<file path="src/rtl/cfg_stream_pkg.sv">
package cfg_stream_pkg;
  typedef enum logic [1:0] {
    ST_RUN  = 2'd0,
    ST_TAIL = 2'd1,
    ST_IDLE = 2'd2
  } mst_state_e;
endpackage

</file>
<file path="src/rtl/cfg_bit_store.sv">
module cfg_bit_store #(
  parameter int DEPTH = 64,
  localparam int AW = $clog2(DEPTH)
) (
  input  logic          clk_i,
  input  logic          wr_en_i,
  input  logic [AW-1:0] wr_addr_i,
  input  logic          wr_data_i,
  input  logic [AW-1:0] rd_addr_i,
  output logic          rd_bit_o
);
  logic [DEPTH-1:0] mem_q;

  always_ff @(posedge clk_i) begin
    if (wr_en_i) mem_q[wr_addr_i] <= wr_data_i;
  end

  assign rd_bit_o = mem_q[rd_addr_i];
endmodule

</file>
<file path="src/rtl/cfg_clk_src.sv">
module cfg_clk_src #(
  parameter int CLK_DIV     = 4,
  parameter int SYNC_STAGES = 2,
  localparam int HALF = CLK_DIV / 2,
  localparam int CW   = $clog2(HALF + 1)
) (
  input  logic clk_i,
  input  logic rst_ni,
  input  logic gen_en_i,
  input  logic master_i,
  input  logic dclk_ext_i,
  output logic dclk_o,
  output logic edge_o
);
  logic [CW-1:0]        div_q;
  logic                 dclk_q;
  logic                 mpulse_q;
  logic [SYNC_STAGES:0] sync_q;

  // master: divided clock plus one-cycle pulse on each rising edge
  always_ff @(posedge clk_i or negedge rst_ni) begin
    if (!rst_ni) begin
      div_q    <= '0;
      dclk_q   <= 1'b0;
      mpulse_q <= 1'b0;
    end else if (!gen_en_i) begin
      div_q    <= '0;
      dclk_q   <= 1'b0;
      mpulse_q <= 1'b0;
    end else if (div_q == CW'(HALF - 1)) begin
      div_q    <= '0;
      dclk_q   <= ~dclk_q;
      mpulse_q <= ~dclk_q;
    end else begin
      div_q    <= div_q + CW'(1);
      mpulse_q <= 1'b0;
    end
  end

  // slave: synchronizer chain with one extra stage for edge detection
  always_ff @(posedge clk_i or negedge rst_ni) begin
    if (!rst_ni) sync_q <= '0;
    else         sync_q <= {sync_q[SYNC_STAGES-1:0], dclk_ext_i};
  end

  assign dclk_o = dclk_q;
  assign edge_o = master_i ? mpulse_q
                           : (sync_q[SYNC_STAGES-1] & ~sync_q[SYNC_STAGES]);

  p_stop_low_r9: assert property (@(posedge clk_i) disable iff (!rst_ni)
    !gen_en_i |=> !dclk_q);
endmodule

</file>
<file path="src/rtl/cfg_seq.sv">
module cfg_seq
  import cfg_stream_pkg::*;
#(
  parameter int DEPTH      = 64,
  parameter int POR_CYCLES = 8,
  parameter int TIMEOUT    = 32,
  parameter int TAIL_EDGES = 16,
  localparam int AW = $clog2(DEPTH),
  localparam int PW = $clog2(POR_CYCLES + 1),
  localparam int TW = $clog2(TIMEOUT + 1),
  localparam int LW = $clog2(TAIL_EDGES + 1)
) (
  input  logic          clk_i,
  input  logic          rst_ni,
  input  logic          oe_i,
  input  logic          cs_ni,
  input  logic          edge_i,
  output logic          ready_o,
  output logic          master_o,
  output logic [AW-1:0] addr_o,
  output logic          exh_o,
  output mst_state_e    state_o,
  output logic          err_o
);
  logic [PW-1:0] por_q;
  logic          ready_q, master_q;
  logic [AW-1:0] addr_q;
  logic          exh_q;
  mst_state_e    state_q;
  logic          err_q;
  logic [TW-1:0] to_q;
  logic [LW-1:0] tail_q;
  logic          adv;

  // power-on sequence; role latched from select on its last cycle
  always_ff @(posedge clk_i or negedge rst_ni) begin
    if (!rst_ni) begin
      por_q    <= '0;
      ready_q  <= 1'b0;
      master_q <= 1'b0;
    end else if (!ready_q) begin
      if (por_q == PW'(POR_CYCLES - 1)) begin
        ready_q  <= 1'b1;
        master_q <= ~cs_ni;
      end else begin
        por_q <= por_q + PW'(1);
      end
    end
  end

  assign adv = ready_q & edge_i & ~cs_ni & ~exh_q;

  always_ff @(posedge clk_i or negedge rst_ni) begin
    if (!rst_ni) begin
      addr_q <= '0;
      exh_q  <= 1'b0;
    end else if (!oe_i) begin
      addr_q <= '0;
      exh_q  <= 1'b0;
    end else if (adv) begin
      if (addr_q == AW'(DEPTH - 1)) exh_q  <= 1'b1;
      else                          addr_q <= addr_q + AW'(1);
    end
  end

  // master completion / error tracking
  always_ff @(posedge clk_i or negedge rst_ni) begin
    if (!rst_ni) begin
      state_q <= ST_RUN;
      err_q   <= 1'b0;
      to_q    <= '0;
      tail_q  <= '0;
    end else if (!oe_i) begin
      state_q <= ST_RUN;
      err_q   <= 1'b0;
      to_q    <= '0;
      tail_q  <= '0;
    end else if (ready_q && master_q) begin
      unique case (state_q)
        ST_RUN: begin
          if (cs_ni && !exh_q) begin
            err_q   <= 1'b1;
            state_q <= ST_IDLE;
          end else if (cs_ni) begin
            tail_q  <= '0;
            state_q <= ST_TAIL;
          end else if (edge_i && exh_q) begin
            if (to_q == TW'(TIMEOUT - 1)) begin
              err_q   <= 1'b1;
              state_q <= ST_IDLE;
            end else begin
              to_q <= to_q + TW'(1);
            end
          end
        end
        ST_TAIL: begin
          if (edge_i) begin
            if (tail_q == LW'(TAIL_EDGES - 1)) state_q <= ST_IDLE;
            else                               tail_q  <= tail_q + LW'(1);
          end
        end
        default: ;
      endcase
    end
  end

  assign ready_o  = ready_q;
  assign master_o = master_q;
  assign addr_o   = addr_q;
  assign exh_o    = exh_q;
  assign state_o  = state_q;
  assign err_o    = err_q;

  p_oe_low_clears_r1: assert property (@(posedge clk_i) disable iff (!rst_ni)
    !oe_i |=> (addr_q == '0) && !exh_q && !err_q);
  p_frozen_deselect_r2: assert property (@(posedge clk_i) disable iff (!rst_ni)
    (oe_i && cs_ni) |=> $stable(addr_q) && $stable(exh_q));
  p_single_step_r3: assert property (@(posedge clk_i) disable iff (!rst_ni)
    (addr_q != $past(addr_q)) |-> ((addr_q == $past(addr_q) + AW'(1)) || (addr_q == '0)));
  p_spent_holds_r4: assert property (@(posedge clk_i) disable iff (!rst_ni)
    (exh_q && oe_i) |=> exh_q);
  p_idle_holds_r7: assert property (@(posedge clk_i) disable iff (!rst_ni)
    (state_q == ST_IDLE && oe_i) |=> (state_q == ST_IDLE));
  p_err_master_only_r8: assert property (@(posedge clk_i) disable iff (!rst_ni)
    err_q |-> master_q);
  p_ready_sticky_r10: assert property (@(posedge clk_i) disable iff (!rst_ni)
    ready_q |=> ready_q);
endmodule

</file>
<file path="src/rtl/cfg_stream_top.sv">
module cfg_stream_top
  import cfg_stream_pkg::*;
#(
  parameter int DEPTH      = 64,
  parameter int CLK_DIV    = 4,
  parameter int POR_CYCLES = 8,
  parameter int TIMEOUT    = 32,
  parameter int TAIL_EDGES = 16
) (
  input  logic                     clk_i,
  input  logic                     rst_ni,
  input  logic                     wr_en_i,
  input  logic [$clog2(DEPTH)-1:0] wr_addr_i,
  input  logic                     wr_data_i,
  input  logic                     oe_i,
  input  logic                     cs_ni,
  input  logic                     dclk_i,
  output logic                     dclk_o,
  output logic                     dclk_oe_o,
  output logic                     data_o,
  output logic                     data_oe_o,
  output logic                     casc_no,
  output logic                     ready_o,
  output logic                     cfg_err_o
);
  localparam int AW = $clog2(DEPTH);

  logic          ready, master, exh, err, edge_evt, rd_bit, gen_en;
  logic [AW-1:0] addr;
  mst_state_e    state;

  cfg_seq #(
    .DEPTH(DEPTH), .POR_CYCLES(POR_CYCLES),
    .TIMEOUT(TIMEOUT), .TAIL_EDGES(TAIL_EDGES)
  ) i_seq (
    .clk_i(clk_i), .rst_ni(rst_ni), .oe_i(oe_i), .cs_ni(cs_ni),
    .edge_i(edge_evt), .ready_o(ready), .master_o(master),
    .addr_o(addr), .exh_o(exh), .state_o(state), .err_o(err)
  );

  assign gen_en = ready & master & oe_i & (state != ST_IDLE);

  cfg_clk_src #(.CLK_DIV(CLK_DIV), .SYNC_STAGES(2)) i_clk_src (
    .clk_i(clk_i), .rst_ni(rst_ni), .gen_en_i(gen_en), .master_i(master),
    .dclk_ext_i(dclk_i), .dclk_o(dclk_o), .edge_o(edge_evt)
  );

  cfg_bit_store #(.DEPTH(DEPTH)) i_store (
    .clk_i(clk_i), .wr_en_i(wr_en_i), .wr_addr_i(wr_addr_i),
    .wr_data_i(wr_data_i), .rd_addr_i(addr), .rd_bit_o(rd_bit)
  );

  assign data_oe_o = ready & oe_i & ~cs_ni & ~exh;
  assign data_o    = data_oe_o & rd_bit;
  assign casc_no   = ~exh;
  assign dclk_oe_o = ready & master;
  assign ready_o   = ready;
  assign cfg_err_o = err;
endmodule

</file>
<file path="config.mk">
export PLATFORM = sky130hd
export DESIGN_NAME = cfg_stream_top
export DESIGN_NICKNAME = d
export VERILOG_FILES = /design/src/rtl/cfg_stream_pkg.sv /design/src/rtl/cfg_bit_store.sv /design/src/rtl/cfg_clk_src.sv /design/src/rtl/cfg_seq.sv /design/src/rtl/cfg_stream_top.sv
export SDC_FILE = /design/constraint.sdc
export NUM_CORES = 1
export LEC_CHECK = 0
export ABC_AREA = 1
export CORE_MARGIN = 2
export CORE_UTILIZATION = 35
export DETAILED_ROUTE_END_ITERATION = 16
export DONT_BUFFER_PORTS = 1
export SETUP_SLACK_MARGIN = 0.4
export SYNTH_ARGS = -nofsm -noshare
export SYNTH_HDL_FRONTEND = slang
export SYNTH_SLANG_ARGS = --single-unit
</file>
<file path="constraint.sdc">
create_clock -name clk_i -period 1.95 [get_ports clk_i]
set_input_delay 0.2925 -clock clk_i [delete_from_list [all_inputs] [get_ports clk_i]]
set_output_delay 0.2925 -clock clk_i [all_outputs]
set_load 0.005 [all_outputs]
</file>
==> reports/results.ini, run 1 <==
[timing]
post-route-period-util = 1.12
min_period_ns = 2.17
timing.fmax_mhz = 460
clock_skew_ns = 0.00966
slew_violations = 0
rsz0062_at_grt = yes
setup_viol = 1
hold_viol_final = 0
max_slew_margin = 0.715
setup_slack_ns = -0.225
worst_slew_pin_slew_ns = 0.426
whs_ns = 0.0399

[die]
core_area_sq_um = 13300
row_count = 42
io_pins = 20
fp.dieArea_sq_um = 14700
start_util = 0.360
die_h_microns = 121
die_w_microns = 121

[run_status]
status = finished, violations left
violations = negative setup slack

[worst_hold_path]
worstHoldPathType = primary input to flip-flop

[yosys]
post-synth-top-area-cell = edfxtp_1
synthFlopType = edfxtp_1
synth-edff-count = 64
ys_ff_latch = 98
syn_area_per_cell_sq_um = 8.94
yosysMostFrequentCell = nand2_1
synth_area_leaders = edfxtp_1 40%, dfrtp_1 18%, nand2_1 9.4%
synth_warnings = 0
async_flop_share = 0.347
netlist_instances = 538
yosysSeqAreaShare = 0.577
syn_area_sq_um = 4810
syn_nets = 556
ys_top_cells_by_count = 120 x nand2_1, 105 x nor2_1, 64 x edfxtp_1
yosysTopAreaCellShare = 0.400
synth.distinct_cells = 38

[critical_path]
max_stage_delay_ns = 0.53
cp_top_family = flip-flops
cpMostUsedCell = nand2_1
crit_arrival_ns = 1.88
critPathBufInv = 2
setup.worst_path.end = data_o
rrSetupSlack_ns = 0.08
crit_path_top_delay_cell = dfrtp_2
start_kind = flip-flop
crit_chain = buf_6 > clkbuf_16 > nand2_1 > nand2_1 > nand2_1 > nand3_1 > nand3_1 > nand2_1 > nand3_2 > a21oi_2
end_kind = output pin
cp.depth = 10
r2r-end = i_seq.addr_o[2]
path_class = flip-flop to output pin
path_max_fanout = 11
r2r-start = i_seq.addr_o[0]
r2r_cells = 11
critPathRequiredTime_ns = 1.66
crit_start = i_seq.addr_o[0]

[cts]
cts.htree.levels = 3
clock_sinks = 98
max-clock-path-buffers = 2
clk_pin_slew_worst_paths_ns = 0.07
cts_root_buf = clkbuf_16
cts_tree = done
cts-buffers-inserted = 9
clkLatencyLatePin_ns = 0.35

[layout]
final_cell_count_no_fill = 740
final_net_count = 577
area_growth_pct = 17.4
post-route-util = 0.423
drive_above_1_share = 0.168
n_antenna_cell = 0

[place]
dpl.hpwl_mm = 7.12
place.gp.congestion = 0.816
dp_slack_ns = 0.190
place_inst = 703
numPortBuffers = 0

[route]
dr.pass1.iters = 4
drc = 0
wl_mm = 11.0
ant_nets = 0
drtIter0Drc = 259
wl_per_cell_microns = 14.8
vias = 3667
viasPerCell = 4.96

[run]
maxCapViolCount = 0

[global_routing]
overflow = 0
grt_pass1_wl_mm = 17.7
grt_max_degree = 65
grt.total_usage = 0.156
grt_pass1_vias = 3576
antenna_found_initial = 0

[pwr]
p_per_area_nw_per_um2 = 810
leakagePower_uw = 0.00223
ir_drop_mv = 0.488

worst min-delay path by stage:
| stage | startpoint | to | slack [ns] | depth (start not counted) |
|---|---|---|---|---|
| global route | wr_data_i | i_store.mem_q[62] | 0.03 | 0 |
| floorplan | rst_ni | i_clk_src.dclk_o | -0.003 | 0 |
| finish | wr_data_i | i_store.mem_q[52] | 0.04 | 0 |
| global placement | rst_ni | i_seq.to_q[3] | -0.002 | 0 |
| detailed placement | rst_ni | i_seq.to_q[3] | -0.002 | 0 |
| CTS | wr_data_i | i_store.mem_q[4] | 0.02 | 0 |
cell families after synthesis:
family                   share of synthesized area
AO/OA/AOI/OAI                               0.0507
AND/OR/NAND/NOR                              0.270
multiplexers                               0.00442
adder cells (fa/ha/maj)                     0.0130
flip-flops                                   0.577
XOR/XNOR                                    0.0128
buffers and inverters                       0.0723
flip-flops by register name, summed over array words and instances (netlist names):
name,flops
i_clk_src.dclk_o,1
i_clk_src.mpulse_q,1
i_seq.por_q,4
i_seq.err_o,1
i_seq.tail_q,5
i_clk_src.sync_q,3
i_seq.ready_o,1
i_seq.state_o,2
i_seq.exh_o,1
i_clk_src.div_q,2
i_seq.master_o,1
i_seq.addr_o,6
i_store.mem_q,64
i_seq.to_q,6
layer usage:
metal  global-route usage  routed length (microns)
met5                    0                        0
met1                0.199                     4870
met3               0.0376                      547
met2                0.256                     5350
met4               0.0589                      219
what timing repair did:
| item | 4_1_cts | 5_1_grt |
|---|---|---|
| gates cloned | 0 | 2 |
| gates resized for setup | 25 | 32 |
| pin swaps | 12 | 18 |
| setup endpoints to repair | 19 | 22 |
| hold buffers | 4 | 0 |
| endpoints found under the hold margin | 36 | 0 |
| buffers inserted | 6 | 9 |
cell type report:
class	instances	area, sq um
Timing Repair Buffer	26	282
Fill cell	1326	7700
Sequential cell	98	2780
Clock buffer	15	293
Tap cell	176	220
Multi-Input combinational cell	362	1820
Inverter	62	248
Clock inverter	1	6.26
layout by cell type (no fill, tap or decap), drive strengths merged:
cell type | netlist | routed
a211oi | 1 | 1
a21oi | 12 | 12
a31oi | 1 | 1
buf | 15 | 21
clkbuf | 1 | 17
dfrtp | 34 | 34
dlygate4sd3 | 0 | 3
edfxtp | 64 | 64
ha | 5 | 5
inv | 62 | 63
mux2 | 1 | 1
mux2i | 1 | 1
nand2 | 123 | 123
nand3 | 53 | 53
nand4 | 5 | 5
nor2 | 107 | 107
nor3 | 15 | 15
nor3b | 1 | 1
nor4 | 1 | 1
o211ai | 1 | 1
o21a | 1 | 1
o21ai | 22 | 22
o221ai | 1 | 1
o22ai | 2 | 2
o31ai | 2 | 2
xor2 | 7 | 7
where the power goes:
group	total (uW)	internal, uW	switching (uW)
combinational	515	188	327
sequential	2280	2250	32.8
clock	1780	1030	747
total	4570	3470	1110
stage by stage:
stage                     TNS (ns)  total power (uW)  area, sq um
after floorplan                  0              2660         4820
after global placement           0              2720         4970
after detailed placement         0              2720         4970
after CTS                   -0.126              4540         5430
after global routing        -0.339              4750         5640
final                       -0.225              4570         5640
Note: power is estimated with default switching activity, not from simulation.
==> inputs of run 2 (changes only) <==
- PLACE_DENSITY_LB_ADDON: default -> 0.1
==> reports/results.ini, run 2 (synthesis gave the netlist of run 1 again) <==
[run_status]
status = finished, violations left
violations = negative setup slack

[timing]
worst_slew_pin_slew_ns = 0.411
whs_ns = 0.0386
hold_viol_final = 0
min_period_ns = 2.10
setup_slack_ns = -0.153
timing.fmax_mhz = 476
slew_violations = 0
rsz0062_at_grt = yes
max_slew_margin = 0.725
setup_viol = 1
finalSetupTns_ns = -0.153
clock_skew_ns = 0.00507
post-route-period-util = 1.08

[critical_path]
crit_path_top_delay_cell = dfrtp_2
critPathRequiredTime_ns = 1.66
start_kind = flip-flop
path_max_fanout = 8
r2r-start = i_seq.addr_o[0]
crit_start = i_seq.addr_o[0]
end_kind = output pin
path_class = flip-flop to output pin
crit_arrival_ns = 1.81
r2r_cells = 12
rrSetupSlack_ns = 0.10
max_stage_delay_ns = 0.37
cp_top_family = simple AND/OR/NAND/NOR gates
critPathBufInv = 2
r2r-end = i_seq.addr_o[2]
crit_chain = buf_12 > buf_12 > nor2_1 > nor2_1 > nand2_1 > nand3_1 > nand3_1 > nand2_2 > nand3_4 > a21oi_4

[route]
wl_per_cell_microns = 15.9
drc = 0
wl_mm = 11.9
highest_layer = met4
vias = 3662
drtIter0Drc = 230
wl_met3_microns = 461
wl_met2_mm = 5.93
ant_nets = 0
dr.pass1.iters = 4
drt-met1-wl_mm = 5.34
viasPerCell = 4.90

[layout]
final_common_cell = nand2_1
final_cell_count_no_fill = 748
drive_above_1_share = 0.227
area_growth_pct = 24.4
largest_register_ffs = 64
n_antenna_cell = 0
top_register = i_store.mem_q
layout_common_cells = 104 x nand2_1, 93 x nor2_1, 64 x edfxtp_1
post-route-util = 0.448
final_net_count = 585

[cts]
cts_root_buf = clkbuf_16
clkLatencyLatePin_ns = 0.35
clock_sinks = 98
clk_pin_slew_worst_paths_ns = 0.06
cts.htree.levels = 3
max-clock-path-buffers = 2
cts-buffers-inserted = 9
cts_tree = done

[die]
io_pins = 20
die_w_microns = 121
die_h_microns = 121
core_area_sq_um = 13300
start_util = 0.360
row_count = 42
fp.dieArea_sq_um = 14700

[global_routing]
grt_pass1_wl_mm = 18.7
grt.total_usage = 0.169
overflow = 0
grt_max_degree = 65
antenna_found_initial = 0
grt_pass1_vias = 3504

[pwr]
ir_drop_mv = 0.570
p_per_area_nw_per_um2 = 827
leakagePower_uw = 0.00237
total_power_uw = 4950

[place]
numPortBuffers = 0
place.gp.congestion = 0.797
dpl.hpwl_mm = 7.44
place_inst = 704

[worst_hold_path]
hold_depth = 0
min_to = i_store.mem_q[54]
worstHoldPathType = primary input to flip-flop
hold_start = wr_data_i

[run]
maxCapViolCount = 0

run 2: worst max path at each step:
stage / end / slack, ns / cells after the start
global route: data_o / -0.23 / 10
global placement: data_o / 0.16 / 9
floorplan: data_o / 0.40 / 9
CTS: data_o / -0.15 / 9
detailed placement: data_o / 0.18 / 9
finish: data_o / -0.15 / 10
run 2: where the power goes:
group | leakage, uW | switching [uW] | internal, uW
logic | 0.00118 | 394 | 247
clock network | 0.000177 | 767 | 1270
registers | 0.00101 | 26.0 | 2250
total | 0.00237 | 1190 | 3760
run 2: layer usage:
| metal | track usage | up-vias |
|---|---|---|
| met5 | 0 | - |
| li1 | - | 1822 |
| met1 | 0.210 | 1775 |
| met4 | 0.0568 | 0 |
| met2 | 0.287 | 54 |
| met3 | 0.0423 | 11 |
run 2: area by class of cell:
class	instances	area [sq um]
Tap cell	176	220
Timing Repair Buffer	34	377
Fill cell	1314	7370
Multi-Input combinational cell	362	1980
Inverter	62	269
Clock buffer	14	319
Sequential cell	98	2780
Clock inverter	2	35.0
run 2: per-stage QoR:
stage                     instance area, sq um  worst slack (ns)
final                                     5980            -0.153
after CTS                                 5570            -0.146
after detailed placement                  4970             0.181
after global placement                    4970             0.161
after floorplan                           4820             0.401
after global routing                      5980            -0.233
run 2: what timing repair did:
action                                 CTS  global route
hold buffers                             4             0
setup endpoints to repair               19            23
pin swaps                               14            40
gates resized for setup                 33            80
endpoints found under the hold margin   36             0
buffers inserted                        13             8
gates cloned                             0             3
==> inputs of run 3 (changes only) <==
- CTS_BUF_LIST: default -> sky130_fd_sc_hd__clkbuf_4
==> reports/results.ini, run 3 (synthesis gave the netlist of run 1 again) <==
[timing]
worst_slew_pin_slew_ns = 0.630
setup_slack_ns = -0.276
max_slew_margin = 0.580
clock_skew_ns = 0.0124
slew_violations = 0
setup_viol = 1
min_period_ns = 2.23
post-route-period-util = 1.14
hold_viol_final = 0
finalSetupTns_ns = -0.276
timing.fmax_mhz = 449
rsz0062_at_grt = yes

[worst_hold_path]
min_to = i_seq.exh_o
hold_depth = 3
hold_start = cs_ni
worstHoldPathType = primary input to flip-flop

[global_routing]
overflow = 0
grt_max_degree = 65
grtUsageMet3 = 0.0479
grt.total_usage = 0.172
grt_pass1_vias = 3588
grt_pass1_wl_mm = 19.0
antenna_found_initial = 0
grt_use_met1 = 0.213
grt_use_met2 = 0.291
busiest_layer = met2

[place]
dpl.hpwl_mm = 7.44
place_inst = 704
numPortBuffers = 0
place.gp.congestion = 0.797

[cts]
cts-buffers-inserted = 9
clkLatencyLatePin_ns = 0.47
max-clock-path-buffers = 2
cts_root_buf = clkbuf_4
cts.htree.levels = 3
cts_tree = done
clk_pin_slew_worst_paths_ns = 0.14
clock_sinks = 98

[run_status]
status = finished, violations left
violations = negative setup slack

[die]
die_w_microns = 121
die_h_microns = 121
start_util = 0.360
core_area_sq_um = 13300
io_pins = 20
fp.dieArea_sq_um = 14700
row_count = 42

[critical_path]
critPathBufInv = 1
path_class = flip-flop to output pin
crit_chain = buf_6 > nand2_1 > nand3_1 > a21oi_2 > nor2_1 > nand2_1 > nand3_1 > a21oi_2
path_max_fanout = 15
crit_arrival_ns = 1.93
crit_path_top_delay_cell = dfrtp_2
r2r-start = i_seq.addr_o[0]
start_kind = flip-flop
end_kind = output pin
critPathRequiredTime_ns = 1.66
r2r-end = i_seq.addr_o[2]
max_stage_delay_ns = 0.50
cp_top_family = flip-flops
crit_start = i_seq.addr_o[0]
rrSetupSlack_ns = 0.23
r2r_cells = 10

[route]
viasPerCell = 4.87
vias = 3648
wl_per_cell_microns = 15.8
ant_nets = 0
drtIter0Drc = 243
dr.pass1.iters = 4
wl_mm = 11.9
drc = 0

[pwr]
leakagePower_uw = 0.00224
p_per_area_nw_per_um2 = 757
ir_drop_mv = 0.490

[layout]
top_register = i_store.mem_q
n_antenna_cell = 0
final_common_cell = nand2_1
final_cell_count_no_fill = 749
layout_common_cells = 110 x nand2_1, 99 x nor2_1, 64 x edfxtp_1
final_net_count = 586
area_growth_pct = 17.9
drive_above_1_share = 0.187
largest_register_ffs = 64

[run]
maxCapViolCount = 0

[run 3: changes by cell type in the layout (fill, tap and decap cells not counted), moves of 4 or more]
cell       change
nand2_2        -5
nor2_1         +6
nor2_2         -4
o21ai_1        -5
nand3_1        +6
o21ai_0        +6
clkbuf_16     -15
nand3_2        -4
clkbuf_4      +10
nand2_1        +6
[run 3: metal layers]
| layer | up-vias | routed length [microns] |
|---|---|---|
| li1 | 1817 | - |
| met1 | 1762 | 5400 |
| met2 | 58 | 5870 |
| met3 | 11 | 456 |
| met4 | 0 | 129 |
| met5 | - | 0 |
[run 3: repair_timing]
| item | CTS | global route |
|---|---|---|
| buffers inserted | 14 | 6 |
| hold endpoints to repair | 114 | 2 |
| hold buffers | 9 | 1 |
| setup endpoints to repair | 21 | 26 |
| gates resized for setup | 35 | 42 |
| cloned | 0 | 0 |
| pin swaps | 18 | 22 |
[run 3: cell type report]
class                           count  area [sq um]
Timing Repair Buffer               35           339
Multi-Input combinational cell    362          1870
Fill cell                        1347          7680
Inverter                           62           250
Clock buffer                       10          75.1
Sequential cell                    98          2780
Clock inverter                      6           129
Tap cell                          176           220
[run 3: how the worst max path moves through the flow]
stage,slack [ns],cells after the start,endpoint
floorplan,0.40,9,data_o
global placement,0.16,9,data_o
detailed placement,0.18,9,data_o
CTS,-0.33,9,data_o
global route,-0.50,9,data_o
finish,-0.28,8,data_o
[run 3: worst min-delay path, stage by stage]
cell and delay [ns]:
nor2_1 0.05, nand2_1 0.09, o21ai_1 0.07
[run 3: per-stage QoR]
| stage | total power (uW) | hold slack (ns) | util | setup WS (ns) | area, sq um |
|---|---|---|---|---|---|
| after floorplan | 2660 | -0.00309 | - | 0.401 | 4820 |
| after global placement | 2730 | -0.00234 | 0.373 | 0.161 | 4970 |
| after detailed placement | 2730 | -0.00223 | 0.373 | 0.181 | 4970 |
| after CTS | 4310 | 0.0115 | 0.411 | -0.326 | 5490 |
| after global routing | 4500 | 0.0363 | 0.425 | -0.500 | 5670 |
| final | 4290 | 0.0597 | 0.425 | -0.276 | 5670 |
[run 3: where the power goes]
group	switching (uW)	leakage (uW)	internal [uW]	total [uW]
logic	353	0.00112	176	529
registers	32.0	0.00101	2250	2280
clock network	692	0.000111	788	1480
